**src/rtl/scanline_nmi_pkg.sv**
```systemverilog
package scanline_nmi_pkg;
  localparam logic [2:0] PORT_GEN_OFF = 3'd5;
  localparam logic [2:0] PORT_GEN_ON  = 3'd6;

  typedef struct packed {
    logic opens;
    logic closes;
  } win_evt_t;
endpackage

```
**src/rtl/snm_hcount.sv**
```systemverilog
module snm_hcount #(
  parameter int CNT_W  = 9,
  parameter int LEN_W  = 3,
  parameter int LINE_B = 207
) (
  input  logic             clk,
  input  logic             rst_n,
  input  logic             cyc_valid,
  input  logic             intack,
  input  logic             variant_b,
  input  logic [CNT_W:0]   sum,
  input  logic [LEN_W-1:0] extra,
  output logic [CNT_W-1:0] cnt
);
  localparam logic [CNT_W:0] LINE_V = (CNT_W+1)'(LINE_B);
  localparam logic [CNT_W:0] MAX_V  = (CNT_W+1)'((1 << CNT_W) - 1);

  logic [CNT_W:0]   total;
  logic [CNT_W:0]   fitted;
  logic [CNT_W-1:0] cnt_d;
  logic             cnt_en;

  always_comb begin
    total = sum + (CNT_W+1)'(extra);
    if (variant_b) begin
      fitted = (total >= LINE_V) ? (total - LINE_V) : total;
    end else begin
      fitted = (total > MAX_V) ? MAX_V : total;
    end
    cnt_en = cyc_valid;
    cnt_d  = intack ? '0 : fitted[CNT_W-1:0];
  end

  always_ff @(posedge clk or negedge rst_n) begin
    if (!rst_n) begin
      cnt <= '0;
    end else if (cnt_en) begin
      cnt <= cnt_d;
    end
  end

  p_ack_clears_r8: assert property (@(posedge clk) disable iff (!rst_n)
    (cyc_valid && intack) |=> (cnt == '0));
  p_idle_holds_r10: assert property (@(posedge clk) disable iff (!rst_n)
    !cyc_valid |=> $stable(cnt));
  p_line_bound_r2: assert property (@(posedge clk) disable iff (!rst_n)
    (cyc_valid && variant_b && (cnt < CNT_W'(LINE_B))) |=> (cnt < CNT_W'(LINE_B)));
endmodule

```
**src/rtl/snm_window.sv**
```systemverilog
module snm_window
  import scanline_nmi_pkg::*;
#(
  parameter int CNT_W   = 9,
  parameter int LEN_W   = 3,
  parameter int A_OPEN  = 16,
  parameter int A_CLOSE = 32,
  parameter int B_OPEN  = 13,
  parameter int B_CLOSE = 33
) (
  input  logic             clk,
  input  logic             rst_n,
  input  logic             cyc_valid,
  input  logic             variant_b,
  input  logic             gen_on,
  input  logic             halt,
  input  logic [CNT_W-1:0] cnt,
  input  logic [CNT_W:0]   sum,
  output logic             hsync,
  output logic             nmi,
  output logic             align_ld,
  output logic [LEN_W-1:0] overshoot
);
  logic [CNT_W:0] open_thr;
  logic [CNT_W:0] close_thr;
  logic [CNT_W:0] cnt_x;
  logic [CNT_W:0] over_full;
  win_evt_t       evt;
  logic           hsync_d;
  logic           nmi_d;

  always_comb begin
    open_thr  = variant_b ? (CNT_W+1)'(B_OPEN)  : (CNT_W+1)'(A_OPEN);
    close_thr = variant_b ? (CNT_W+1)'(B_CLOSE) : (CNT_W+1)'(A_CLOSE);
    cnt_x     = {1'b0, cnt};
    evt.opens  = cyc_valid && (cnt_x < open_thr) && (sum >= open_thr);
    evt.closes = cyc_valid && !evt.opens && (cnt_x < close_thr) && (sum >= close_thr);
    over_full = sum - open_thr;
    overshoot = over_full[LEN_W-1:0];
    align_ld  = evt.opens && gen_on && halt;
    hsync_d = hsync;
    nmi_d   = nmi;
    if (evt.opens) begin
      hsync_d = 1'b1;
      if (gen_on) nmi_d = 1'b1;
    end else if (evt.closes) begin
      hsync_d = 1'b0;
      nmi_d   = 1'b0;
    end
  end

  always_ff @(posedge clk or negedge rst_n) begin
    if (!rst_n) begin
      hsync <= 1'b0;
      nmi   <= 1'b0;
    end else if (cyc_valid) begin
      hsync <= hsync_d;
      nmi   <= nmi_d;
    end
  end

  p_nmi_in_window_r4: assert property (@(posedge clk) disable iff (!rst_n)
    nmi |-> hsync);
  p_close_drops_nmi_r4: assert property (@(posedge clk) disable iff (!rst_n)
    $fell(hsync) |-> !nmi);
  p_hsync_on_bus_r3: assert property (@(posedge clk) disable iff (!rst_n)
    !cyc_valid |=> ($stable(hsync) && $stable(nmi)));
endmodule

```
**src/rtl/snm_gen_ctrl.sv**
```systemverilog
module snm_gen_ctrl
  import scanline_nmi_pkg::*;
(
  input  logic       clk,
  input  logic       rst_n,
  input  logic       cyc_valid,
  input  logic       io_wr,
  input  logic [2:0] io_port,
  input  logic       variant_b,
  output logic       gen_on
);
  logic gen_d;
  logic gen_en;

  always_comb begin
    gen_en = cyc_valid && io_wr;
    gen_d  = gen_on;
    if (io_port == PORT_GEN_OFF) gen_d = 1'b0;
    else if (io_port == PORT_GEN_ON) gen_d = variant_b;
  end

  always_ff @(posedge clk or negedge rst_n) begin
    if (!rst_n) begin
      gen_on <= 1'b0;
    end else if (gen_en) begin
      gen_on <= gen_d;
    end
  end

  p_a_cannot_enable_r5: assert property (@(posedge clk) disable iff (!rst_n)
    (cyc_valid && io_wr && (io_port == PORT_GEN_ON) && !variant_b) |=> !gen_on);
  p_off_port_r5: assert property (@(posedge clk) disable iff (!rst_n)
    (cyc_valid && io_wr && (io_port == PORT_GEN_OFF)) |=> !gen_on);
endmodule

```
**src/rtl/snm_wait.sv**
```systemverilog
module snm_wait #(
  parameter int LEN_W = 3
) (
  input  logic             clk,
  input  logic             rst_n,
  input  logic             load,
  input  logic [LEN_W-1:0] load_val,
  output logic [LEN_W-1:0] wait_count,
  output logic             wait_req
);
  logic [LEN_W-1:0] cnt_d;
  logic             cnt_en;

  always_comb begin
    cnt_en = load || (wait_count != '0);
    cnt_d  = load ? load_val : (wait_count - 1'b1);
    wait_req = (wait_count != '0);
  end

  always_ff @(posedge clk or negedge rst_n) begin
    if (!rst_n) begin
      wait_count <= '0;
    end else if (cnt_en) begin
      wait_count <= cnt_d;
    end
  end

  p_countdown_r7: assert property (@(posedge clk) disable iff (!rst_n)
    ((wait_count != '0) && !load) |=> (wait_count == $past(wait_count) - 1'b1));
  p_idle_zero_r7: assert property (@(posedge clk) disable iff (!rst_n)
    ((wait_count == '0) && !load) |=> (wait_count == '0));
endmodule

```
**src/rtl/scanline_nmi_gen.sv**
```systemverilog
module scanline_nmi_gen #(
  parameter int CNT_W   = 9,
  parameter int LEN_W   = 3,
  parameter int LINE_B  = 207,
  parameter int A_OPEN  = 16,
  parameter int A_CLOSE = 32,
  parameter int B_OPEN  = 13,
  parameter int B_CLOSE = 33
) (
  input  logic             clk,
  input  logic             rst_n,
  input  logic             variant_b,
  input  logic             cyc_valid,
  input  logic [LEN_W-1:0] cyc_len,
  input  logic             intack,
  input  logic             io_wr,
  input  logic [2:0]       io_port,
  input  logic             halt,
  input  logic             vsync_in,
  output logic             hsync,
  output logic             nmi,
  output logic             wait_req,
  output logic [LEN_W-1:0] wait_count,
  output logic             csync
);
  logic [CNT_W-1:0] cnt;
  logic [CNT_W:0]   sum;
  logic             gen_on;
  logic             align_ld;
  logic [LEN_W-1:0] overshoot;
  logic [LEN_W-1:0] extra;

  always_comb begin
    sum   = {1'b0, cnt} + (CNT_W+1)'(cyc_len);
    extra = align_ld ? overshoot : '0;
    csync = hsync | vsync_in;
  end

  snm_hcount #(.CNT_W(CNT_W), .LEN_W(LEN_W), .LINE_B(LINE_B)) u_hcount (
    .clk(clk), .rst_n(rst_n), .cyc_valid(cyc_valid), .intack(intack),
    .variant_b(variant_b), .sum(sum), .extra(extra), .cnt(cnt));

  snm_window #(.CNT_W(CNT_W), .LEN_W(LEN_W), .A_OPEN(A_OPEN), .A_CLOSE(A_CLOSE),
               .B_OPEN(B_OPEN), .B_CLOSE(B_CLOSE)) u_window (
    .clk(clk), .rst_n(rst_n), .cyc_valid(cyc_valid), .variant_b(variant_b),
    .gen_on(gen_on), .halt(halt), .cnt(cnt), .sum(sum), .hsync(hsync),
    .nmi(nmi), .align_ld(align_ld), .overshoot(overshoot));

  snm_gen_ctrl u_gen (
    .clk(clk), .rst_n(rst_n), .cyc_valid(cyc_valid), .io_wr(io_wr),
    .io_port(io_port), .variant_b(variant_b), .gen_on(gen_on));

  snm_wait #(.LEN_W(LEN_W)) u_wait (
    .clk(clk), .rst_n(rst_n), .load(align_ld), .load_val(overshoot),
    .wait_count(wait_count), .wait_req(wait_req));

  p_csync_merge_r9: assert property (@(posedge clk) disable iff (!rst_n)
    (hsync || vsync_in) |-> csync);
  p_wait_needs_nmi_r6: assert property (@(posedge clk) disable iff (!rst_n)
    $rose(wait_req) |-> nmi);
endmodule

```
**config.mk**
```make
export PLATFORM = sky130hd
export DESIGN_NAME = scanline_nmi_gen
export DESIGN_NICKNAME = d
export VERILOG_FILES = /design/src/rtl/scanline_nmi_pkg.sv /design/src/rtl/snm_hcount.sv /design/src/rtl/snm_window.sv /design/src/rtl/snm_gen_ctrl.sv /design/src/rtl/snm_wait.sv /design/src/rtl/scanline_nmi_gen.sv
export SDC_FILE = /design/constraint.sdc
export NUM_CORES = 1
export LEC_CHECK = 0
export ABC_AREA = 1
export BUFFER_PORTS_ARGS = -buffer_cell sky130_fd_sc_hd__buf_2
export CAP_MARGIN = 10
export CORE_MARGIN = 2
export CORE_UTILIZATION = 50
export DETAILED_ROUTE_END_ITERATION = 6
export PLACE_DENSITY = 0.74
export SETUP_SLACK_MARGIN = 0.02
export SYNTH_ARGS = -nofsm -noshare
export SYNTH_HDL_FRONTEND = slang
export SYNTH_SLANG_ARGS = --single-unit
```
**constraint.sdc**
```tcl
create_clock -name clk -period 3.7 [get_ports clk]
set_input_delay 0.74 -clock clk [delete_from_list [all_inputs] [get_ports clk]]
set_output_delay 0.74 -clock clk [all_outputs]
set_load 0.05 [all_outputs]
```
## After elaboration in Yosys (flattened, before gate mapping)

Cells that the tools add are included.

- Add/subtract/negate cells: 5
- Multiply operators: 0
- Div/mod/pow operators: 0
- $lt $le $gt $ge: 6
- Equality and inequality tests: 3
- Shift operators: 0
- Multiplexer cells: 14
- Bitwise logic cells: 1
- Reduce and logical (&&, ||, !) cells: 16

Operators by type and width:

| operator | count |
|---|---|
| 9-bit 2-to-1 mux | 4 |
| 10-bit by 3-bit adder with 10-bit output | 1 |
| 9-bit by 3-bit adder with 10-bit output | 1 |
| 10-bit by 5-bit greater-or-equal comparator with 1-bit output | 1 |
| 10-bit by 6-bit greater-or-equal comparator with 1-bit output | 1 |
| 10-bit by 8-bit greater-or-equal comparator with 1-bit output (second input constant) | 1 |
| 10-bit by 9-bit greater-than comparator with 1-bit output (second input constant) | 1 |
| 9-bit by 10-bit less-than comparator with 1-bit output | 1 |
| 9-bit by 5-bit less-than comparator with 1-bit output | 1 |
| 9-bit by 8-bit subtractor with 9-bit output (second input constant) | 1 |
| 1-bit logical AND | 8 |
| 1-bit 2-to-1 mux | 7 |
| 3-bit equality test (second input constant) | 2 |
| 3-bit 2-to-1 mux | 2 |
| 5-bit 2-to-1 mux | 1 |
| 2-bit AND reduction | 2 |
| 2-bit nonzero test | 2 |
| 3-bit AND reduction | 1 |
| 3-bit nonzero test | 1 |
| 3-bit by 1-bit subtractor with 3-bit output (second input constant) | 1 |
| 3-bit subtractor | 1 |
| 2-bit by 1-bit != test with 1-bit output (second input constant) | 1 |
| 1-bit zero test | 1 |
| 1-bit logical OR | 1 |
| 1-bit bitwise OR | 1 |

- Flip-flop bits (word level): 15
- Latch bits: 0
- Memory bits (writable): 0
- Memory bits (read-only): 0
- Input bits: 14
- Logic and storage cells: 50
- Memories kept: 0

## Logic depth before layout (Yosys ltp)

Gate-level depths: netlist of run 1.

- Depth after elaboration: 12
- Mapped depth: 31
- Depth with buffers taken out: 30

## By module

Synthesis of run 1 repeated with hierarchy kept, for this count alone.

- Cells, all modules: 350
- Area total of the unflattened synthesis: 2114.5 um^2

Modules (own cells, without submodules):

| module | times used | cells each | area an instance (um^2) | seq. area each (um^2) |
|---|---|---|---|---|
| snm_hcount | 1 | 167 | 1037.2 | 225.2 |
| snm_window | 1 | 75 | 459.2 | 50.0 |
| scanline_nmi_gen | 1 | 61 | 325.3 | 0.0 |
| snm_wait | 1 | 29 | 200.2 | 75.1 |
| snm_gen_ctrl | 1 | 18 | 92.6 | 25.0 |

## Least setup slack after synthesis of run 1

OpenSTA, ideal clock, no wires.

- Kind: in2reg
- Start: input cyc_len[0]
- End: register u_hcount.cnt[1]
- Setup time: 117 ps
- Arrival time: 4341 ps
- Path slack: -758 ps
- Stages: 29
- Path buffers: 1
- Path through: ha_1 -> fa_1 -> nand2_1 -> nand2_1 -> nand2_1 -> xor2_1 -> inv_1 -> ha_1 -> nand2_1 -> nand2_1 -> nor2_1 -> nand3_2 -> nand3_4 -> nor2_1 -> inv_1 -> fa_1 -> nor2_1 -> o21ai_1 -> nor2_1 -> nand3_1 -> xor2_1 -> nand2_1 -> inv_1 -> nand2_4 -> buf_6 -> nand2_1 -> nand3_1 -> nand3_1 -> nand2_1

- Longest elaborated chain between the ends: 11
- Elaborated cells between the ends (all ways): 15
- Classes of those cells: 4 x add/sub; 3 x order compare; 5 x mux; 3 x reduce/logical

RTL lines:

| item | RTL line | text |
|---|---|---|
| from (decl) | scanline_nmi_gen.sv:14 | `input logic [LEN_W-1:0] cyc_len,` |
| 9-bit by 3-bit adder with 10-bit output * | scanline_nmi_gen.sv:34 | `sum = {1'b0, cnt} + (CNT_W+1)'(cyc_len);` |
| 10-bit by 5-bit greater-or-equal comparator with 1-bit output | snm_window.sv:36 | `evt.opens = cyc_valid && (cnt_x < open_thr) && (sum >= open_thr);` |
| 1-bit logical AND | snm_window.sv:36 |  |
| 1-bit logical AND (2 in a row) | snm_window.sv:40 | `align_ld = evt.opens && gen_on && halt;` |
| 3-bit 2-to-1 mux | scanline_nmi_gen.sv:35 | `extra = align_ld ? overshoot : '0;` |
| 10-bit by 3-bit adder with 10-bit output * | snm_hcount.sv:24 | `total = sum + (CNT_W+1)'(extra);` |
| 9-bit by 8-bit subtractor with 9-bit output (tied with other cells) | snm_hcount.sv:26 | `fitted = (total >= LINE_V) ? (total - LINE_V) : total;` |
| 9-bit 2-to-1 mux, on equally long branches | snm_hcount.sv:26, snm_hcount.sv:28 |  |
| 9-bit 2-to-1 mux * | snm_hcount.sv:25 | `if (variant_b) begin` |
| 9-bit 2-to-1 mux * | snm_hcount.sv:31 | `cnt_d = intack ? '0 : fitted[CNT_W-1:0];` |
| to (signal assigned) | snm_hcount.sv:38 | `cnt <= cnt_d;` |
| to (decl) | snm_hcount.sv:13 | `output logic [CNT_W-1:0] cnt` |

Mark *: on every way between the ends. The rest lies on a longest branch, timed or not.
A chain may end at the register's enable or synchronous reset.

## Worst setup path in the final report of run 1

- Start: input cyc_len[0]
- End: register u_hcount.cnt[6]

The elaborated chain is that of the path after synthesis.

==> impl_metrics.yaml, run 1 <==
run_status:
  status: "finished, violations left"
  violations: "negative setup slack"
sta:
  hold_viol: 0
  worst_pin_slew_ns: 0.4665
  slew_viol_final: 0
  hold_slack_ns: 0.3794
  fmax_mhz: 231.1
  setup_viol: 9
  rsz0062_at_grt: "true"
  setup_ws_ns: -0.6276
  skew_ns: 0.003033
  min_period_over_period_pct: 117.0
  max_slew_margin_pct: 68.57
  finalCriticalPeriod_ns: 4.328
cts:
  root_buffer: "clkbuf_8"
  cts_buffer_depth: 2
  clk_pin_slew_ns: 0.07
  cts_max_level: 1
  cts_sinks: 15
  clk-insertion-delay-late_ns: 0.26
  cts_made_buffers: 3
  cts_tree: "built"
die:
  initial_core_util_pct: 51.55
  rows: 22
  core_um2: 3633
  die_h_um: 65.21
  fp.dieW_um: 65.21
  dieArea_um2: 4252
  boundaryPins: 21
placed_design:
  dp_hpwl_um: 4233
  dpl.cell_count: 408
  dpl_cell_area_um2: 2480
  pre_cts_slack_ns: -0.7637
  portBuffers: 20
  place_congestion: 0.9860
critical_path:
  crit_path_frequent_cell: "nand2_1"
  worstSetupStartpointType: "input port"
  cp_data_arrival_time_ns: 4.48
  crit_slowest_cell: "fa_2"
  crit_fanout: 7
  cp.required_ns: 3.85
  r2r-start: "u_hcount.cnt[0]"
  path_class: "in2reg"
  startpoint: "cyc_len[0]"
  worst_path_largest_cell_delay_ns: 0.42
  end_kind: "flop"
grt:
  antenna_found_initial: 0
  grt_max_degree: 20
  grt_pass1_wl_um: 9453
  grt_usage_pct: 28.17
  overflow: 0
  grt_pass1_vias: 2165
power_and_ir_drop:
  finalPower_uw: 1578
  power.density_nw_per_um2: 558.0
  ir_drop_uv: 354.0
  p_leak_uw: 0.001433
job:
  drv_cap: 0
yosys:
  avgSynthCellArea_um2: 6.504
  ys_seq_area_share_pct: 20.04
  syn_area_um2: 1873
  yosys.cell_types.count: 35
  synthCells: 288
  ys_ff_latch: 15
  yosys_warnings: 0
  synthesis.nets: 320
final_layout:
  fin_area_um2: 2828
  num-fill-cells: 286
  area_growth_pct: 50.97
  stdcell_count: 423
  nNetsFinal: 408
  drive_above_1_share_pct: 41.60
  n_antenna_cell: 0
detailed_routing:
  vias_per_cell: 5.288
  drc: 0
  drtIter0Drc: 119
  route.detailed.wl_per_inst_um: 14.54
  dr.pass1.iters: 4
  vias: 2237
  wl_um: 6151
  ant_nets: 0
hold_path:
  hp-class: "in2async"
==> power by group <==
group / switching [uW] / leakage, uW / internal [uW]
clock: 68.2 / 0.0000217 / 75.8
combinational: 662 / 0.00122 / 523
sequential: 39.9 / 0.000187 / 209
==> path summary, 6_finish.rpt <==
check / endpoint / slack [ns] / cells past startpoint
setup / recovery: u_hcount.cnt[6] / -0.63 / 29
setup reg to reg: u_hcount.cnt[6] / -0.52 / 28
hold / removal: u_window.nmi / 0.38 / 1
min in group clk: u_window.nmi / 0.50 / 2
hold reg to reg: u_window.nmi / 0.50 / 2
max in group asynchronous: u_hcount.cnt[8] / 3.07 / 1
==> worst max-delay path, delay by kind of cell <==
family | cells | cell delay (ns)
buffers and inverters | 3 | 0.29
xor gates and xnor gates | 2 | 0.37
and+or+nand+nor | 19 | 1.73
adders and majority gates | 4 | 1.27
AOI/OAI and AO/OA | 1 | 0.10
==> cell usage in the layout, fill, tap and decap left out, drive strengths merged, types with 3 or more instances in the layout <==
cell     n
a21oi    9
buf     85
clkbuf   3
dfrtp   15
ha      16
inv     41
nand2   88
nand3   41
nand3b   4
nand4    8
nor2    31
o21ai   10
or2      3
xor2     6
==> flip-flops by register name, summed over array words and instances (netlist names) <==
signal             count
u_gen.gen_on           1
u_hcount.cnt           9
u_wait.wait_count      3
u_window.hsync         1
u_window.nmi           1
==> kinds of logic after synthesis <==
group	Yosys count	synth area share, %
simple gates	177	46.43
xor+xnor	8	3.741
fa+ha+maj	18	12.83
buf+inv	46	9.753
compound gates	24	7.215
flops	15	20.04
==> routing by layer <==
metal	part of all wire (%)	up-vias	GRT usage, %
li1	-	1112	-
met1	42	1058	36.40
met2	52	53	51.53
met3	4.5	14	3.425
met4	1.5	0	3.385
met5	0	-	0
==> per-stage QoR <==
step | setup TNS, ns | util [%]
2_1_floorplan | -4.671 | -
6_report | -5.425 | 77.82
4_1_cts | -3.292 | 73.69
3_5_place_dp | -6.401 | 68.25
3_3_place_gp | -5.589 | 68.25
5_1_grt | -7.675 | 77.82
==> synth_stat cells <==
| cell | instances | area (um2) |
|---|---|---|
| dfrtp_1 | 15 | 375.4 |
| nand2_1 | 79 | 296.5 |
| o22ai_1 | 1 | 6.260 |
| nand2_2 | 5 | 31.28 |
| fa_1 | 2 | 40.04 |
| o21ai_0 | 8 | 40.04 |
| o21ai_1 | 2 | 10.01 |
| xnor2_1 | 2 | 17.52 |
| inv_1 | 40 | 150.1 |
| o41ai_1 | 1 | 8.760 |
| nand3_1 | 37 | 185.2 |
| nand3_2 | 2 | 20.02 |
| nand3b_1 | 3 | 22.52 |
| nor2_1 | 24 | 90.09 |
| clkinv_1 | 2 | 7.510 |
| buf_6 | 1 | 11.26 |
| nor2_2 | 5 | 31.28 |
| buf_2 | 2 | 10.01 |
| nand4_1 | 8 | 50.05 |
| nor3b_1 | 1 | 7.510 |
| a31o_2 | 1 | 8.760 |
| nor4_1 | 1 | 6.260 |
| ha_1 | 16 | 200.2 |
| or2_2 | 2 | 12.51 |
| or4_1 | 1 | 7.510 |
| a21oi_1 | 9 | 45.04 |
| nand3b_2 | 1 | 11.26 |
| nand3_4 | 2 | 35.03 |
| o21bai_1 | 1 | 7.510 |
| xor2_1 | 6 | 52.55 |
| o2111ai_1 | 1 | 8.760 |
| inv_2 | 1 | 3.750 |
| nor2_4 | 2 | 22.52 |
| or2_1 | 1 | 6.260 |
| nand2_4 | 3 | 33.78 |
==> repair_timing <==
item                                    in CTS  in global routing
hold buffers                                 0                  0
endpoints found under the hold margin        0                  0
gates cloned                                 1                  0
buffers inserted                             5                  5
endpoints found under the setup margin       9                  9
pin swaps                                   26                 28
gates resized for setup                     19                 21
==> cell type report <==
cell class	count	area, um2	area share, %
flip-flops and latches	15	375.4	13.27
clock buffers	3	41.29	1.460
inverters	43	163.9	5.796
well taps	48	60.06	2.124
multi-input cells	228	1582	55.93
clock inverters	1	7.507	0.2655
repair buffers	85	598.1	21.15
No activity file was read; power rests on OpenSTA's default activity.
==> run 2, diff against run 1 <==
--- a/config.mk
+++ b/config.mk
@@ -9,9 +9,9 @@
 export BUFFER_PORTS_ARGS = -buffer_cell sky130_fd_sc_hd__buf_2
 export CAP_MARGIN = 10
 export CORE_MARGIN = 2
-export CORE_UTILIZATION = 50
+export CORE_UTILIZATION = 35
 export DETAILED_ROUTE_END_ITERATION = 6
-export PLACE_DENSITY = 0.74
+export PLACE_DENSITY_LB_ADDON = 0.05
 export SETUP_SLACK_MARGIN = 0.02
 export SYNTH_ARGS = -nofsm -noshare
 export SYNTH_HDL_FRONTEND = slang
==> run 2 against run 1 <==
The flow still finishes with violations (negative setup slack). Setup slack better by 0.29 ns. Non-clock buffer count increased by 6. Global-route usage fell by 7.2 points. Clock-buffer cell count did not move. First-iteration DRC count down 54%. Flip-flop and latch count stayed put. Routed wire length decreased by 5.5%. Sequential power hardly changed. Fmax up 7.2%. Clock skew up 0.0018 ns. Final cell count rose by 6.6%. Register-to-register slack improved by 0.28 ns. Largest cell class unchanged.
==> impl_metrics.yaml, run 2 (synthesis results as in run 1) <==
sta:
  hold_viol: 0
  min_period_over_period_pct: 109.1
  slew_viol_final: 0
  setup_viol: 9
  setup_ws_ns: -0.3378
  rsz0062_at_grt: "true"
  finalCriticalPeriod_ns: 4.038
  fmax_mhz: 247.7
  max_slew_margin_pct: 69.10
  skew_ns: 0.004830
  fin_tns_setup_ns: -2.616
  worst_pin_slew_ns: 0.4629
cts:
  cts_buffer_depth: 2
  cts_tree: "built"
  cts_made_buffers: 3
  clk_pin_slew_ns: 0.08
  clk-insertion-delay-late_ns: 0.26
  cts_max_level: 1
  cts_sinks: 15
  cts_hold_buf: 0
  root_buffer: "clkbuf_8"
critical_path:
  path_class: "in2reg"
  cp_data_arrival_time_ns: 4.18
  cp.required_ns: 3.84
  ff2ff_path_depth: 30
  crit_path_frequent_cell: "buf_4"
  worstSetupStartpointType: "input port"
  end_kind: "flop"
  crit_slowest_cell: "fa_2"
  worst_path_largest_cell_delay_ns: 0.35
  crit_fanout: 5
detailed_routing:
  drc: 0
  vias: 2136
  wl_um: 5815
  vias_per_cell: 4.736
  drtIter0Drc: 55
  route.detailed.wl_per_inst_um: 12.89
  dr.pass1.iters: 4
  ant_nets: 0
final_layout:
  reg_top3: "u_hcount.cnt: 9 flops, u_wait.wait_count: 3 flops"
  drive_above_1_share_pct: 41.99
  n_antenna_cell: 0
  final_cell_mix: "buf_4 (71), nand2_1 (69), inv_1 (37)"
  nNetsFinal: 414
  mostFrequentLayoutCell: "buf_4"
  largest_reg_flops: 9
  final_core_util_pct: 55.70
  num-fill-cells: 542
  area_growth_pct: 52.84
  largest_register: "u_hcount.cnt"
power_and_ir_drop:
  power.density_nw_per_um2: 554.7
  finalPower_uw: 1588
  p_leak_uw: 0.001465
  ir_drop_uv: 252.5
die:
  fp.dieW_um: 77.16
  initial_core_util_pct: 36.44
  die_h_um: 77.16
  boundaryPins: 21
  dieArea_um2: 5953
  core_um2: 5140
  rows: 26
placed_design:
  portBuffers: 20
  place_congestion: 0.8869
  dp_hpwl_um: 4578
run_status:
  status: "finished, violations left"
  violations: "negative setup slack"
job:
  drv_cap: 0
hold_path:
  hp-class: "in2async"
grt:
  grt_pass1_vias: 2147
  antenna_found_initial: 0
  grt_pass1_wl_um: 9908
  grt_usage_pct: 20.99
  overflow: 0
  grt_max_degree: 20
==> run 2: changes by cell type in the layout (fill, tap and decap cells not counted), moves of 2 or more <==
cell,before,now
buf_4,64,71
nand3_1,27,30
nand3_2,12,9
nand2_2,11,14
nand2_1,71,69
==> run 2: repair_timing <==
action,in CTS,in global routing
setup endpoints to repair,9,9
cloned,1,0
resized for setup,16,20
setup buffers,12,3
pin swaps,18,10
==> run 2: worst max-delay path: cells and delay by family <==
kind | cells | cell delay [ns]
buf+inv | 13 | 1.50
simple gates | 14 | 1.17
fa+ha+maj | 2 | 0.50
xor+xnor | 1 | 0.16
compound gates | 1 | 0.10
==> run 2: report_power, final <==
group	switching, uW	leakage, uW	internal [uW]
Clock	75.3	0.0000217	76.1
Sequential	40.0	0.000187	208
Combinational	636	0.00126	552
==> run 2: final cells by class <==
type / instances / area (um2) / area share [%]
inverters: 43 / 163.9 / 5.726
clock buffers: 3 / 41.29 / 1.442
repair buffers: 91 / 639.4 / 22.33
multi-input cells: 228 / 1548 / 54.06
clock inverters: 1 / 7.507 / 0.2622
flip-flops and latches: 15 / 375.4 / 13.11
well taps: 70 / 87.58 / 3.059
==> run 2: through the flow <==
step                      instance area, um2  cells  setup slack, ns  hold slack [ns]
after floorplan                         1928    288          -0.5753           0.4444
after global placement                  2515    431          -0.7090           0.4835
after detailed placement                2515    431          -0.7855           0.4855
after CTS                               2733    448          -0.3792           0.3998
after global routing                    2863    451          -0.5746           0.3984
final                                   2863    451          -0.3378           0.3870
==> run 2: path summary, 6_finish.rpt <==
| check | slack, ns | from | to |
|---|---|---|---|
| min reg2reg | 0.50 | u_window.nmi | u_window.nmi |
| max in group asynchronous | 3.02 | rst_n | u_wait.wait_count[1] |
| max | -0.34 | cyc_len[0] | u_hcount.cnt[8] |
| max reg2reg | -0.24 | u_hcount.cnt[0] | u_hcount.cnt[8] |
| min | 0.39 | rst_n | u_window.hsync |
| min in group clk | 0.50 | u_window.nmi | u_window.nmi |
==> run 2: layer usage <==
| layer | vias to the layer above | GRT usage [%] | wire, um |
|---|---|---|---|
| met5 | - | 0 | 0 |
| met4 | 0 | 7.143 | 134 |
| met3 | 12 | 3.882 | 207 |
| met2 | 39 | 35.74 | 2777 |
| met1 | 966 | 26.49 | 2695 |
| li1 | 1119 | - | - |
==> run 3, diff against run 2 <==
--- a/config.mk
+++ b/config.mk
@@ -8,7 +8,7 @@
 export ABC_AREA = 1
 export BUFFER_PORTS_ARGS = -buffer_cell sky130_fd_sc_hd__buf_2
 export CAP_MARGIN = 10
-export CORE_MARGIN = 2
+export CORE_MARGIN = 4
 export CORE_UTILIZATION = 35
 export DETAILED_ROUTE_END_ITERATION = 6
 export PLACE_DENSITY_LB_ADDON = 0.05
==> constraint.sdc (replaced) <==
create_clock -name clk -period 3.9 [get_ports clk]
set_input_delay 0.585 -clock clk [delete_from_list [all_inputs] [get_ports clk]]
set_output_delay 0.585 -clock clk [all_outputs]
set_load 0.05 [all_outputs]
==> run 3 against run 2 <==
The flow still finishes with violations (negative setup slack). Critical path depth is 2 lower. Global-route usage down 1.3 points. Critical path type is now reg2reg. Clock power is 11% lower. Total power down 5.2%. Sequential share of layout area shrank 0.50 points. Register-to-register slack better by 0.18 ns.
==> impl_metrics.yaml, run 3 (synthesis results as in run 1) <==
run_status:
  status: "finished, violations left"
  violations: "negative setup slack"
cts:
  cts_sinks: 15
  cts_tree: "built"
  cts_hold_buf: 0
  clk-insertion-delay-late_ns: 0.25
  root_buffer: "clkbuf_8"
  cts_buffer_depth: 2
  clk_pin_slew_ns: 0.07
  cts_max_level: 1
  cts_made_buffers: 3
grt:
  antenna_found_initial: 0
  grt_pass1_vias: 2162
  grtUsageMet2_pct: 35.80
  overflow: 0
  grt_util_met3_pct: 2.328
  grt_pass1_wl_um: 9998
  grt_usage_pct: 19.68
  grt_max_degree: 20
  grt_use_met1_pct: 25.15
  grt_busiest_layer: "met2"
critical_path:
  cp_data_arrival_time_ns: 4.11
  worstSetupStartpointType: "flop"
  r2r-end: "u_wait.wait_count[2]"
  crit_fanout: 5
  end_kind: "flop"
  crit_slowest_cell: "dfrtp_1"
  r2r-start: "u_hcount.cnt[0]"
  reg2reg_slack_ns: -0.06
  ff2ff_path_depth: 29
  path_class: "reg2reg"
  cp.required_ns: 4.05
  worst_path_largest_cell_delay_ns: 0.44
  crit_path_frequent_cell: "buf_4"
final_layout:
  mostFrequentLayoutCell: "buf_4"
  n_antenna_cell: 0
  nNetsFinal: 422
  final_cell_mix: "buf_4 (76), nand2_1 (73), inv_1 (36)"
  drive_above_1_share_pct: 44.22
  largest_register: "u_hcount.cnt"
  reg_top3: "u_hcount.cnt: 9 flops, u_wait.wait_count: 3 flops"
  fin_area_um2: 2977
  num-fill-cells: 546
  area_growth_pct: 58.92
  largest_reg_flops: 9
die:
  boundaryPins: 21
  rows: 26
  core_um2: 5140
  initial_core_util_pct: 36.44
  fp.dieW_um: 81.16
  die_h_um: 81.16
  dieArea_um2: 6586
power_and_ir_drop:
  p_leak_uw: 0.001501
  power.clock.fraction_pct: 9.0
  p_sw_uw: 705.9
  combPwrFrac_pct: 75.3
  switching_share_pct: 46.89
  p_seq_share_pct: 15.7
  ir_drop_uv: 302.5
  internal_power_uw: 799.4
  power.density_nw_per_um2: 505.7
detailed_routing:
  route.detailed.wl_per_inst_um: 12.74
  dr.pass1.iters: 6
  drtIter0Drc: 89
  wl_um: 5848
  drc: 0
  ant_nets: 0
  vias: 2166
  vias_per_cell: 4.719
sta:
  max_slew_margin_pct: 66.76
  finalCriticalPeriod_ns: 3.962
  fmax_mhz: 252.4
  slew_viol_final: 0
  hold_slack_ns: 0.2326
  setup_viol: 1
  min_period_over_period_pct: 101.6
  rsz0062_at_grt: "true"
  hold_viol: 0
  setup_ws_ns: -0.06209
  skew_ns: 0.002527
  worst_pin_slew_ns: 0.4981
placed_design:
  dp_hpwl_um: 4523
  place_congestion: 0.8735
  portBuffers: 20
  pre_cts_slack_ns: -0.4298
  dpl_cell_area_um2: 2492
hold_path:
  hp-class: "in2async"
job:
  drv_cap: 0
-- run 3: worst max-delay path by stage --
stage | start | endpoint | slack [ns] | cells after the start
global route | u_hcount.cnt[0] | u_hcount.cnt[5] | -0.26 | 28
detailed placement | cyc_len[0] | u_hcount.cnt[1] | -0.43 | 29
floorplan | cyc_len[0] | u_hcount.cnt[1] | -0.22 | 29
global placement | cyc_len[0] | u_hcount.cnt[7] | -0.39 | 30
CTS | u_hcount.cnt[0] | u_hcount.cnt[1] | -0.02 | 28
finish | u_hcount.cnt[0] | u_wait.wait_count[2] | -0.06 | 29
-- run 3: power groups by stage --
stage	clock [uW]	sequential [uW]	combinational, uW
floorplan	0	319	494
global placement	0	238	954
detailed placement	0	237	954
CTS	139	236	1050
global route	151	243	1250
finish	135	237	1130
-- run 3: layout make-up --
| cell class | instances | area [um2] | share of cell area (%) |
|---|---|---|---|
| tap | 70 | 87.58 | 2.942 |
| timing repair buffer | 99 | 704.4 | 23.67 |
| clock inverter | 1 | 7.507 | 0.2522 |
| sequential | 15 | 375.4 | 12.61 |
| multi-input combinational | 228 | 1594 | 53.55 |
| clock buffer | 3 | 41.29 | 1.387 |
| inverter | 43 | 166.4 | 5.591 |
-- run 3: repair_timing --
item                                   4_1_cts  5_1_grt
pin swaps                                   30        7
setup buffers                               21        6
endpoints found under the hold margin        0        0
gates cloned                                 1        0
setup endpoints to repair                    9       10
resized for setup                           29       16
-- run 3: through the flow --
stage                     instances  setup TNS, ns  total power, uW  utilization [%]
after floorplan                 288         -1.490            812.8                -
after global placement          428         -3.307             1192            48.49
after detailed placement        428         -3.662             1191            48.49
after CTS                       453       -0.09546             1425            55.28
after global routing            459         -2.226             1648            57.91
final                           459       -0.06209             1505            57.91
-- run 3: worst max-delay path: cells and delay by family (launching register included) --
family / cells / cell delay [ns]
buf+inv: 14 / 1.52
flops: 1 / 0.44
simple gates: 9 / 0.75
xor+xnor: 1 / 0.14
fa+ha+maj: 3 / 0.80
compound gates: 2 / 0.21
-- run 3: per-layer routing --
layer  vias to the layer above  part of all wire (%)
met5                         -                     0
met3                         4                   1.9
li1                       1142                     -
met2                        25                    51
met1                       995                    46
met4                         0                  0.75
